File: src/rtl/irqc_pkg.sv
package irqc_pkg;
  // Byte offsets of the register port; the mask lanes follow from MASK_BASE upward.
  localparam int unsigned VEC_OFS   = 0;
  localparam int unsigned MASK_BASE = 2;
  localparam int unsigned LANE_W    = 8;
endpackage

File: src/rtl/irqc_src_reg.sv
module irqc_src_reg #(
  parameter int unsigned NUM_SRC = 16
) (
  input  logic               clk,
  input  logic               rst,
  input  logic [NUM_SRC-1:0] req_i,
  output logic [NUM_SRC-1:0] src_o
);
  logic [NUM_SRC-1:0] src_q;

  always_ff @(posedge clk) begin
    if (rst) src_q <= '0;
    else     src_q <= req_i;
  end

  assign src_o = src_q;

  // captured state equals the request levels of the previous cycle
  p_src_follow_r1: assert property (@(posedge clk) disable iff (rst)
    !$past(rst) |-> src_q == $past(req_i));
endmodule

File: src/rtl/irqc_mask_reg.sv
module irqc_mask_reg
  import irqc_pkg::*;
#(
  parameter int unsigned NUM_SRC = 16,
  parameter int unsigned ADDR_W  = 4
) (
  input  logic               clk,
  input  logic               rst,
  input  logic               we_i,
  input  logic [ADDR_W-1:0]  addr_i,
  input  logic [LANE_W-1:0]  wdata_i,
  output logic [NUM_SRC-1:0] mask_o,
  output logic [NUM_SRC-1:0] mask_nxt_o
);
  localparam int unsigned LANES = NUM_SRC / LANE_W;

  logic [NUM_SRC-1:0] mask_q;
  logic [NUM_SRC-1:0] mask_d;

  for (genvar g = 0; g < LANES; g++) begin : g_lane
    localparam logic [ADDR_W-1:0] LANE_OFS = ADDR_W'(MASK_BASE + g);
    logic hit;
    assign hit = we_i && (addr_i == LANE_OFS);
    assign mask_d[g*LANE_W +: LANE_W] = hit ? wdata_i : mask_q[g*LANE_W +: LANE_W];

    // a lane keeps its value unless its own offset is written
    p_lane_hold_r6: assert property (@(posedge clk) disable iff (rst)
      !(we_i && addr_i == LANE_OFS) |=> $stable(mask_q[g*LANE_W +: LANE_W]));
  end

  always_ff @(posedge clk) begin
    if (rst) mask_q <= '0;
    else     mask_q <= mask_d;
  end

  assign mask_o     = mask_q;
  assign mask_nxt_o = mask_d;
endmodule

File: src/rtl/irqc_prio_enc.sv
module irqc_prio_enc #(
  parameter int unsigned NUM_SRC = 16,
  parameter int unsigned VEC_W   = 8
) (
  input  logic [NUM_SRC-1:0] pend_i,
  output logic [VEC_W-1:0]   vec_o
);
  // Scan from the top down so the lowest pending index is the last to assign.
  always_comb begin
    vec_o = '0;
    for (int i = NUM_SRC - 1; i >= 0; i--) begin
      if (pend_i[i]) vec_o = VEC_W'((i + 1) * 4);
    end
  end
endmodule

File: src/rtl/irq_vec_ctrl.sv
module irq_vec_ctrl
  import irqc_pkg::*;
#(
  parameter int unsigned NUM_SRC = 16,
  parameter int unsigned ADDR_W  = 4
) (
  input  logic               clk,
  input  logic               rst,
  input  logic [NUM_SRC-1:0] req_i,
  input  logic               we_i,
  input  logic [ADDR_W-1:0]  addr_i,
  input  logic [7:0]         wdata_i,
  output logic [7:0]         rdata_o,
  output logic               irq_o
);
  localparam int unsigned LANES = NUM_SRC / LANE_W;
  localparam logic [ADDR_W-1:0] VEC_A   = ADDR_W'(VEC_OFS);
  localparam logic [ADDR_W-1:0] MLO_A   = ADDR_W'(MASK_BASE);
  localparam logic [ADDR_W-1:0] MHI_A   = ADDR_W'(MASK_BASE + LANES - 1);

  logic [NUM_SRC-1:0] src_q, mask_q, mask_nxt, pend;
  logic [7:0]         vec;
  logic               irq_q;

  irqc_src_reg #(.NUM_SRC(NUM_SRC)) u_src (
    .clk(clk), .rst(rst), .req_i(req_i), .src_o(src_q)
  );

  irqc_mask_reg #(.NUM_SRC(NUM_SRC), .ADDR_W(ADDR_W)) u_mask (
    .clk(clk), .rst(rst), .we_i(we_i), .addr_i(addr_i), .wdata_i(wdata_i),
    .mask_o(mask_q), .mask_nxt_o(mask_nxt)
  );

  assign pend = src_q & mask_q;

  irqc_prio_enc #(.NUM_SRC(NUM_SRC), .VEC_W(8)) u_enc (
    .pend_i(pend), .vec_o(vec)
  );

  // Output register fed from next-state values so it lines up with src_q/mask_q.
  always_ff @(posedge clk) begin
    if (rst) irq_q <= 1'b0;
    else     irq_q <= |(req_i & mask_nxt);
  end
  assign irq_o = irq_q;

  always_comb begin
    rdata_o = '0;
    if (addr_i == VEC_A) rdata_o = vec;
    for (int g = 0; g < int'(LANES); g++) begin
      if (addr_i == ADDR_W'(MASK_BASE + g)) rdata_o = mask_q[g*LANE_W +: LANE_W];
    end
  end

  p_reset_clear_r2: assert property (@(posedge clk)
    rst |=> (src_q == '0 && mask_q == '0 && !irq_o));

  p_irq_match_r3: assert property (@(posedge clk) disable iff (rst)
    irq_o == (|(src_q & mask_q)));

  p_vec_code_r4: assert property (@(posedge clk) disable iff (rst)
    (addr_i == VEC_A && |pend) |-> (rdata_o != 8'd0 && rdata_o[1:0] == 2'b00));

  p_vec_zero_r5: assert property (@(posedge clk) disable iff (rst)
    (addr_i == VEC_A && pend == '0) |-> rdata_o == 8'd0);

  p_ignored_write_r9: assert property (@(posedge clk) disable iff (rst)
    (we_i && (addr_i < MLO_A || addr_i > MHI_A)) |=> $stable(mask_q));
endmodule

File: config.mk
export PLATFORM = sky130hd
export DESIGN_NAME = irq_vec_ctrl
export DESIGN_NICKNAME = d
export VERILOG_FILES = /design/src/rtl/irqc_pkg.sv /design/src/rtl/irqc_src_reg.sv /design/src/rtl/irqc_mask_reg.sv /design/src/rtl/irqc_prio_enc.sv /design/src/rtl/irq_vec_ctrl.sv
export SDC_FILE = /design/constraint.sdc
export NUM_CORES = 1
export LEC_CHECK = 0
export BUFFER_PORTS_ARGS = -buffer_cell sky130_fd_sc_hd__buf_2
export CORE_MARGIN = 3
export CORE_UTILIZATION = 46
export CTS_BUF_LIST = sky130_fd_sc_hd__clkbuf_16
export DETAILED_ROUTE_END_ITERATION = 8
export PLACE_DENSITY = 0.72
export SYNTH_ARGS = -nofsm -noshare
export SYNTH_HDL_FRONTEND = slang
export SYNTH_SLANG_ARGS = --single-unit
File: constraint.sdc
create_clock -name clk -period 1.52 [get_ports clk]
set_input_delay 0.304 -clock clk [delete_from_list [all_inputs] [get_ports clk]]
set_output_delay 0.304 -clock clk [all_outputs]
set_load 0.005 [all_outputs]
# [After elaboration in Yosys (flattened, before gate mapping)]
# Index checks and enable logic that the tools add are counted.
[totals] output_inout_bits=9 reg_bits=33 input_bits=31 wordCells=32
[op_classes] n_eq_ne=2 n_bitwise=2 n_reduce_logical=4 mux=21
[op_table] cell="7-bit 2-to-1 mux" n=16
[op_table] cell="8-bit 2-to-1 mux" n=5
[op_table] cell="16-bit AND" n=2
[op_table] cell="16-bit OR reduction" n=1
[op_table] cell="4-bit by 2-bit == test with 1-bit output, second input constant" n=2
[op_table] cell="4-bit logical NOT" n=1
[op_table] cell="1-bit logical AND" n=2

# [Logic depth before layout (Yosys ltp)]
# Gate-level depths: netlist of run 1.
[logic_depth] depth_word=20 depth_mapped=7 ltp_nobuf=6

# [Cells and area by module]
# From an unflattened synthesis of run 1, not the netlist that was laid out.
[hier_totals] hier_cells=211 area_unflattened_um2=1960.6
[modules_own_cells] module="irqc_mask_reg" cells_each=80 seq_area_each_um2=320.3 instances=1 area_each_um2=905.9
[modules_own_cells] module="irqc_src_reg" cells_each=33 seq_area_each_um2=320.3 instances=1 area_each_um2=464.2
[modules_own_cells] module="irq_vec_ctrl" cells_each=63 seq_area_each_um2=20.0 instances=1 area_each_um2=397.9
[modules_own_cells] module="irqc_prio_enc" cells_each=35 seq_area_each_um2=0.0 instances=1 area_each_um2=192.7

# [Least setup slack after synthesis of run 1]
# No wires, ideal clock.
[synth_timing] path_kind="input -> output" start="in addr_i[0]" end="out rdata_o[5]" t_arrival_ns=1.250 t_required_ns=1.216 slack_ns=-0.034 stages=7 cell_sequence="buf_2 nor2_1 nand2_1 a21oi_1 nand3_1 o22ai_1 o21a_1"
[synth_between] elab_chain_cells=4
[synth_lines] item="from (decl)" line_no="irq_vec_ctrl.sv:11" rtl="input logic [ADDR_W-1:0] addr_i,"
[synth_lines] item="4-bit logical NOT" line_no="irq_vec_ctrl.sv:49" rtl="if (addr_i == VEC_A) rdata_o = vec;"
[synth_lines] item="8-bit 2-to-1 mux" line_no="irq_vec_ctrl.sv:49"
[synth_lines] item="8-bit 2-to-1 mux" line_no="irq_vec_ctrl.sv:51" rtl="if (addr_i == ADDR_W'(MASK_BASE + g)) rdata_o = mask_q[g*LANE_W +: LANE_W];"
[synth_lines] item="8-bit 2-to-1 mux (*)" line_no="irq_vec_ctrl.sv:51"
[synth_lines] item="to (decl)" line_no="irq_vec_ctrl.sv:13" rtl="output logic [7:0] rdata_o,"
# Mark *: on every way between the ends. The rest lies on a longest branch, timed or not.

# [Final worst setup path of run 1]
[layout_timing] start="reg u_src.src_q[9] (netlist: u_src.src_o[9])" end="out rdata_o[6]"
[layout_between] elab_chain_cells=14
[layout_lines] item="from (decl)" line_no="irqc_src_reg.sv:9" rtl="logic [NUM_SRC-1:0] src_q;"
[layout_lines] item="from (signal assigned)" line_no="irqc_src_reg.sv:13" rtl="else src_q <= req_i;"
[layout_lines] item="16-bit AND" line_no="irq_vec_ctrl.sv:34" rtl="assign pend = src_q & mask_q;"
[layout_lines] item="7-bit 2-to-1 mux (10 in series)" line_no="irqc_prio_enc.sv:12" rtl="if (pend_i[i]) vec_o = VEC_W'((i + 1) * 4);"
[layout_lines] item="8-bit 2-to-1 mux" line_no="irq_vec_ctrl.sv:49"
[layout_lines] item="8-bit 2-to-1 mux (2 in series)" line_no="irq_vec_ctrl.sv:51"
# Every way passes these cells.

==> results.json, run 1 <==
{
  "drtIter0Drc": 127,
  "drt-total-wl_um": 5100,
  "violations": "negative setup slack",
  "die-width_um": 64.0,
  "skew_ps": 3.42,
  "grt_setup_unrepaired": "true",
  "reg2regPathDepth": 5,
  "clk_pin_slew_ps": 50,
  "htreeDepth": 2,
  "cts_hold_buf": 0,
  "worstSetupPathType": "reg -> out",
  "max_freq_mhz": 503,
  "crit_start": "u_src.src_o[9]",
  "clkSinkCount": 33,
  "regToRegSetupSlack_ps": 130,
  "crit_path_start_kind": "flip-flop",
  "dieArea_mm2": 0.00409,
  "synth_cell_type_count": 31,
  "hold_viol_final": 0,
  "vias_per_cell": 5.66,
  "pin_count": 40,
  "first_global_vias": 1664,
  "grt_first_pass_wirelength_um": 7800,
  "worstPathArrival_ps": 1690,
  "setup_tns_ps": -2180,
  "synth_commonest_cells": "33 x dfxtp_1, 31 x nor2_1, 19 x mux2i_1",
  "core_mm2": 0.00313,
  "routed-via-count": 1671,
  "cts_buffer_depth": 2,
  "portBuffers": 39,
  "num_rows": 20,
  "wire_per_inst_um": 17.3,
  "yosysWarnings": 0,
  "seq_area_frac_synth_pct": 42.8,
  "synth-main-ff-cell": "dfxtp_1",
  "period_share_pct": 131,
  "synth.area.top_cells": "dfxtp_1 43%, mux2i_1 12%, nor2_1 7.5%",
  "drcViolationCount": 0,
  "syn2layout_area_growth_pct": 47.9,
  "layout_setup_ws_ps": -469,
  "max_slew_margin_pct": 62.0,
  "slew_viol_final": 0,
  "cts_tree": "built",
  "period_needed_ps": 1990,
  "final_nets": 281,
  "syn_area_per_cell_um2": 8.78,
  "fp.dieH_um": 64.0,
  "syn_inst": 176,
  "cp-end-kind": "primary output",
  "yosys_register_bits": 33,
  "synth_most_common_cell": "dfxtp_1",
  "endpoint": "rdata_o[6]",
  "crit_required_ps": 1220,
  "syn_nets": 207,
  "max-vdd-ir-drop_v": 0.000748,
  "timing.rr.end": "irq_o",
  "hp-class": "in -> reg",
  "hpwl_um": 3410,
  "clk_latency_ps": 280,
  "syn_area_mm2": 0.00155,
  "ant_nets": 0,
  "grt_antenna_before_repair": 0,
  "place_ws_ps": -231,
  "cts_made_buffers": 5,
  "power_leakage_nw": 1.07,
  "firstDrtPassIters": 7,
  "crit_fanout": 2,
  "status": "finished, violations left",
  "grtUsageTotal_pct": 25.0,
  "reg2reg_from": "u_mask.mask_o[8]",
  "worst_slew_pin_slew_ps": 570,
  "clock-root-buffer": "clkbuf_16",
  "drive_gt1_share_pct": 40.6,
  "initial_core_util_pct": 49.4,
  "grt_max_degree": 34,
  "setup_violations": 6,
  "overflow": 0,
  "antenna_cells": 0,
  "powerDensity_mw_per_mm2": 979,
  "place_congestion": 0.943,
  "yosysTopAreaCell": "dfxtp_1",
  "maxCapViolCount": 0,
  "fill_cells": 227,
  "synth-edff-count": 0,
  "synth_top_area_share_pct": 42.8,
  "synth_async_sr_flop_share_pct": 0
}
## timing repair
action,in CTS,in global routing
endpoints found under the setup margin,5,8
setup buffers,3,2
pin swaps,11,9
gates resized for setup,13,15
endpoints found under the hold margin,0,0
## how the worst min path moves through the flow
stage                         from                 to  slack, ps  cells after the start
after CTS                 req_i[4]     u_src.src_o[4]        250                      2
after floorplan                rst  u_mask.mask_o[11]        380                      1
after detailed placement  req_i[4]     u_src.src_o[4]        540                      2
final                     req_i[0]     u_src.src_o[0]        250                      2
after global routing      req_i[0]     u_src.src_o[0]        270                      2
after global placement    req_i[2]     u_src.src_o[2]        540                      3
## cells in the final DEF, fill, tap and decap left out, types with 2 or more instances in the layout
cell type,Yosys,routed
buf_6,2,3
buf_4,0,31
nor2b_1,16,15
o22ai_1,7,5
clkbuf_16,0,5
a22oi_2,0,4
inv_1,4,5
a222oi_1,4,4
o22ai_2,0,2
a31oi_1,3,3
buf_2,1,39
a22oi_1,7,3
o21a_1,3,3
nor2_4,1,2
nand2_1,17,16
dfxtp_2,0,2
dfxtp_1,33,31
nor2_1,31,30
nand3_1,6,5
o21ai_1,0,2
mux2i_1,19,17
## worst max-delay path, stage by stage, from the launching register on
cell     delay (ps)
dfxtp_1         300
and2_4          160
a21o_1          190
nor3_2          230
nand3_1         130
o22ai_1         170
o21a_1          140
buf_2           100
## cell families after synthesis
logic type | share of synthesized area (%)
muxes | 13.8
DFF | 42.8
AOI/OAI and AO/OA | 16.2
and+or+nand+nor | 23.8
buffers and inverters | 3.48
## per-layer routing
metal / GRT usage [%] / routed length (µm)
met3: 5.45 / 362
met1: 30.5 / 2130
met4: 15.9 / 187
met2: 39.6 / 2410
met5: 0 / 0
## metrics by stage
| step | power [mW] | area (µm²) | utilization [%] | hold WS [ps] | instances |
|---|---|---|---|---|---|
| finish | 2.24 | 2290 | 73.1 | 254 | 295 |
| detailed placement | 1.11 | 1980 | 63.2 | 538 | 282 |
| CTS | 2.23 | 2200 | 70.3 | 253 | 293 |
| floorplan | 1.01 | 1550 | - | 376 | 176 |
| global placement | 1.11 | 1980 | 63.2 | 536 | 282 |
| global route | 2.31 | 2290 | 73.1 | 271 | 295 |
## cell type report
| cell class | count | area (µm²) | share of cell area (%) |
|---|---|---|---|
| Multi-Input combinational cell | 133 | 928 | 40.6 |
| Tap cell | 44 | 55.1 | 2.41 |
| Sequential cell | 33 | 663 | 29.0 |
| Inverter | 4 | 15.0 | 0.657 |
| Timing Repair Buffer | 73 | 462 | 20.2 |
| Clock inverter | 3 | 37.5 | 1.64 |
| Clock buffer | 5 | 125 | 5.47 |
## flip-flops by register name (all words and copies together) (netlist names)
register	flops
irq_o	1
u_mask.mask_o	16
u_src.src_o	16
## where the power goes
| group | switching [mW] | total (mW) | leakage [nW] | internal [mW] |
|---|---|---|---|---|
| logic | 0.107 | 0.205 | 0.714 | 0.0988 |
| clock network | 0.355 | 1.12 | 0.0826 | 0.760 |
| registers | 0.0192 | 0.916 | 0.272 | 0.897 |
Note: power is estimated with default switching activity, not from simulation.
==> run 2: changes to the inputs <==
Settings changed: CTS_CLUSTER_DIAMETER from default to 120, PLACE_DENSITY 0.72 to 0.8.
==> run 2 against run 1 <==
Compared with the run above:
- clock skew down 0.87 ps
- sequential power is essentially flat
- setup slack better by 15 ps
- first-iteration DRC count shrank 31%
- the run still ends with negative setup slack left
- sequential share of layout area up 0.29 points
- clock power about the same
- via count down 5.9%
- highest routed layer unchanged
- register-to-register slack got worse by 90 ps
- combinational power about the same
- sequential cell count did not move
==> results.json, run 2 (synthesized netlist as in run 1, its figures left out) <==
{
  "status": "finished, violations left",
  "violations": "negative setup slack",
  "first_global_vias": 1530,
  "core_mm2": 0.00313,
  "htreeDepth": 2,
  "num_rows": 20,
  "maxCapViolCount": 0,
  "cts_buffer_depth": 2,
  "power_leakage_nw": 1.09,
  "grt_max_degree": 34,
  "worst_slew_pin_slew_ps": 583,
  "grt_setup_unrepaired": "true",
  "cts_tree": "built",
  "place_ws_ps": -230,
  "antenna_cells": 0,
  "dieArea_mm2": 0.00409,
  "holdWs_ps": 245,
  "place_congestion": 0.938,
  "max-vdd-ir-drop_v": 0.000936,
  "p_comb_share_pct": 9.1,
  "drtIter0Drc": 88,
  "drt-total-wl_um": 4380,
  "total_power_mw": 2.25,
  "clk_latency_ps": 280,
  "layout_common_cells": "39 x buf_2, 36 x buf_4, 30 x nor2_1",
  "fin_util_pct": 72.8,
  "overflow": 0,
  "initial_core_util_pct": 49.4,
  "pin_count": 40,
  "place_inst": 291,
  "skew_ps": 2.55,
  "firstDrtPassIters": 4,
  "layout_setup_ws_ps": -455,
  "drcViolationCount": 0,
  "ant_nets": 0,
  "final_nets": 286,
  "grt_first_pass_wirelength_um": 7190,
  "crit_fanout": 2,
  "switching_share_pct": 21.4,
  "period_share_pct": 130,
  "final_area_mm2": 0.00228,
  "max_slew_margin_pct": 61.1,
  "grt_antenna_before_repair": 0,
  "cts_hold_buf": 0,
  "die-width_um": 64.0,
  "hold_viol_final": 0,
  "powerDensity_mw_per_mm2": 988,
  "vias_per_cell": 5.24,
  "worstSetupPathType": "reg -> out",
  "portBuffers": 39,
  "crit_path_start_kind": "flip-flop",
  "hp-class": "in -> reg",
  "finalNonFillerCells": 300,
  "routed-via-count": 1572,
  "crit_required_ps": 1220,
  "drive_gt1_share_pct": 39.8,
  "period_needed_ps": 1970,
  "syn2layout_area_growth_pct": 47.3,
  "clkSinkCount": 33,
  "clock-root-buffer": "clkbuf_16",
  "power_switching_mw": 0.481,
  "p_clk_share_pct": 50.2,
  "p_seq_share_pct": 40.7,
  "placed_area_mm2": 0.00205,
  "setup_tns_ps": -1930,
  "max_freq_mhz": 506,
  "wire_per_inst_um": 14.6,
  "p_int_mw": 1.77,
  "grtUsageTotal_pct": 23.4,
  "final_common_cell": "buf_2",
  "cts_made_buffers": 5,
  "clk_pin_slew_ps": 50,
  "worstPathArrival_ps": 1670,
  "cp-end-kind": "primary output",
  "setup_violations": 5,
  "slew_viol_final": 0,
  "hpwl_um": 3370,
  "fp.dieH_um": 64.0
}
==> run 2: cell types whose count changed in the layout (fill, tap and decap cells not counted), moves of 2 or more <==
cell,change
dfxtp_1,-3
dfxtp_2,+3
nand2_4,+2
o22ai_1,+2
a22oi_2,-3
o22ai_2,-2
mux2i_1,+2
buf_4,+5
a22oi_1,+3
==> run 2: final timing paths <==
kind | startpoint | to | slack, ps | depth (start not counted)
min reg2reg | u_mask.mask_o[15] | u_mask.mask_o[15] | 570 | 2
max reg2reg | u_mask.mask_o[8] | irq_o | 40 | 5
max | u_src.src_o[9] | rdata_o[6] | -450 | 7
min | req_i[10] | u_src.src_o[10] | 250 | 2
==> run 2: repair_timing <==
item	in CTS	in global routing
gates cloned	0	0
pin swaps	12	3
resized for setup	12	9
endpoints found under the setup margin	8	7
buffers inserted	1	0
==> run 2: power by group through the flow <==
stage	combinational, mW	clock [mW]	sequential [mW]
2_1_floorplan	0.0867	0	0.926
3_3_place_gp	0.193	0	0.928
3_5_place_dp	0.196	0	0.929
4_1_cts	0.201	1.14	0.913
5_1_grt	0.225	1.18	0.916
6_report	0.204	1.13	0.915
==> run 2: worst max-delay path, cell delays in order, from the launching register on <==
cell,delay (ps)
dfxtp_1,300
and2_4,150
a21o_1,180
nor3_2,180
nand3_1,120
o22ai_1,180
o21a_1,160
buf_2,110
==> run 2: layer usage <==
| metal | GRT usage, % | up-vias | wire length, µm |
|---|---|---|---|
| met4 | 8.09 | 0 | 61 |
| met1 | 29.8 | 731 | 2040 |
| li1 | - | 785 | - |
| met3 | 7.21 | 8 | 243 |
| met2 | 37.2 | 48 | 2040 |
| met5 | 0 | - | 0 |
==> run 2: cell type report <==
| class | instances | area (µm²) |
|---|---|---|
| tap | 44 | 55.1 |
| clock buffer | 5 | 125 |
| multi-input combinational | 133 | 873 |
| sequential | 33 | 667 |
| clock inverter | 3 | 41.3 |
| timing repair buffer | 78 | 499 |
| fill | 256 | 852 |
| inverter | 4 | 15.0 |
==> run 3: changes to the inputs <==
Settings changed: PLACE_DENSITY 0.8 to 0.78, SKIP_LAST_GASP from default to 1.
==> run 3 against run 2 <==
Compared with the run above:
- register-to-register slack better by 70 ps
- the run still ends with negative setup slack left
- design area fell by 0.93%
- clock skew is 0.61 ps higher
- worst hold slack better by 15 ps
==> results.json, run 3 (synthesized netlist as in run 1, its figures left out) <==
{
  "gr-usage-met3_pct": 5.10,
  "violations": "negative setup slack",
  "maxCapViolCount": 0,
  "dieArea_mm2": 0.00409,
  "power_leakage_nw": 1.07,
  "max_freq_mhz": 516,
  "final_common_cell": "buf_2",
  "hold_depth": 3,
  "htreeDepth": 2,
  "wire_per_inst_um": 15.6,
  "crit_fanout": 3,
  "syn2layout_area_growth_pct": 45.9,
  "grt_first_pass_wirelength_um": 7470,
  "vias_per_cell": 5.46,
  "hold_path_end": "u_src.src_o[7]",
  "ant_nets": 0,
  "clkSinkCount": 33,
  "powerDensity_mw_per_mm2": 909,
  "core_mm2": 0.00313,
  "placed_area_mm2": 0.00204,
  "cp-end-kind": "primary output",
  "overflow": 0,
  "reg2regPathDepth": 5,
  "drt-total-wl_um": 4690,
  "place_inst": 290,
  "drive_gt1_share_pct": 38.7,
  "crit_required_ps": 1220,
  "fill_cells": 231,
  "clk_latency_ps": 270,
  "final_area_mm2": 0.00225,
  "p_comb_share_pct": 10.1,
  "p_clk_share_pct": 45.3,
  "hold_viol_final": 0,
  "cts_hold_buf": 0,
  "initial_core_util_pct": 49.4,
  "grtUsageMet1_pct": 28.1,
  "worstSetupPathType": "reg -> out",
  "finalNonFillerCells": 300,
  "grtUsageTotal_pct": 23.7,
  "place_congestion": 0.883,
  "die-width_um": 64.0,
  "clock-root-buffer": "clkbuf_16",
  "antenna_cells": 0,
  "drtIter0Drc": 106,
  "pin_count": 40,
  "num_rows": 20,
  "max-vdd-ir-drop_v": 0.000899,
  "cts_made_buffers": 5,
  "drcViolationCount": 0,
  "clk_pin_slew_ps": 50,
  "skew_ps": 3.16,
  "grt_busiest_layer": "met2",
  "status": "finished, violations left",
  "first_global_vias": 1644,
  "grt_antenna_before_repair": 0,
  "hpwl_um": 3410,
  "firstDrtPassIters": 5,
  "max_slew_margin_pct": 62.1,
  "cts_buffer_depth": 2,
  "switching_share_pct": 22.4,
  "regToRegSetupSlack_ps": 110,
  "layout_common_cells": "39 x buf_2, 38 x buf_4, 33 x dfxtp_1",
  "worstPathArrival_ps": 1640,
  "final_nets": 286,
  "setup_violations": 5,
  "timing.rr.end": "irq_o",
  "use_met2_pct": 38.8,
  "fp.dieH_um": 64.0,
  "p_seq_share_pct": 44.6,
  "routed-via-count": 1638,
  "hold_start": "req_i[7]",
  "reg2reg_from": "u_mask.mask_o[8]",
  "p_int_mw": 1.59,
  "layout_setup_ws_ps": -419,
  "hp-class": "in -> reg",
  "worst_slew_pin_slew_ps": 569,
  "grt_setup_unrepaired": "true",
  "portBuffers": 39,
  "crit_path_start_kind": "flip-flop",
  "slew_viol_final": 0,
  "period_share_pct": 128,
  "grt_max_degree": 34,
  "cts_tree": "built",
  "period_needed_ps": 1940,
  "setup_tns_ps": -1880,
  "power_switching_mw": 0.458
}
## run 3: cell type report
cell class / count / area, µm² / share of cell area, %
Timing Repair Buffer: 78 / 492 / 21.8
Tap cell: 44 / 55.1 / 2.44
Multi-Input combinational cell: 133 / 895 / 39.7
Clock buffer: 5 / 125 / 5.55
Sequential cell: 33 / 661 / 29.3
Inverter: 4 / 15.0 / 0.666
Clock inverter: 3 / 12.5 / 0.555
## run 3: per-layer routing
layer | routed length (µm) | part of all wire, %
met5 | 0 | 0
met4 | 170 | 3.6
met3 | 276 | 5.9
met2 | 2280 | 49
met1 | 1960 | 42
## run 3: worst max-delay path by stage
stage	startpoint	to	cells past startpoint
floorplan	addr_i[0]	rdata_o[5]	7
global placement	addr_i[3]	rdata_o[5]	8
detailed placement	addr_i[3]	irq_o	7
CTS	u_src.src_o[9]	rdata_o[4]	8
global route	u_mask.mask_o[13]	rdata_o[2]	7
finish	u_mask.mask_o[13]	rdata_o[2]	7
## run 3: what timing repair did
| item | 4_1_cts | 5_1_grt |
|---|---|---|
| gates resized for setup | 10 | 8 |
| buffers inserted | 0 | 2 |
| setup endpoints to repair | 8 | 9 |
| pin swaps | 5 | 11 |
## run 3: through the flow
stage / util [%] / hold slack, ps / setup WS (ps) / power (mW)
after floorplan: - / 376 / 10.2 / 1.01
after global placement: 65.2 / 535 / -151 / 1.12
after detailed placement: 65.2 / 540 / -168 / 1.12
after CTS: 70.6 / 259 / -403 / 2.05
after global routing: 72.1 / 279 / -526 / 2.13
final: 72.1 / 261 / -419 / 2.05
## run 3: worst max-delay path, cell delays in order, from the launching register on
cell and delay, ps:
dfxtp_1 320, nand2_1 100, a32o_1 270, a22oi_1 180, o21ai_1 130, a21oi_2 150
o21bai_1 80, buf_2 130
## run 3: power groups by stage
| stage | combinational, mW | sequential [mW] | clock [mW] |
|---|---|---|---|
| after global placement | 0.191 | 0.929 | 0 |
| final | 0.207 | 0.914 | 0.928 |
| after CTS | 0.199 | 0.913 | 0.936 |
| after global routing | 0.227 | 0.915 | 0.989 |
| after detailed placement | 0.195 | 0.929 | 0 |
| after floorplan | 0.0867 | 0.926 | 0 |
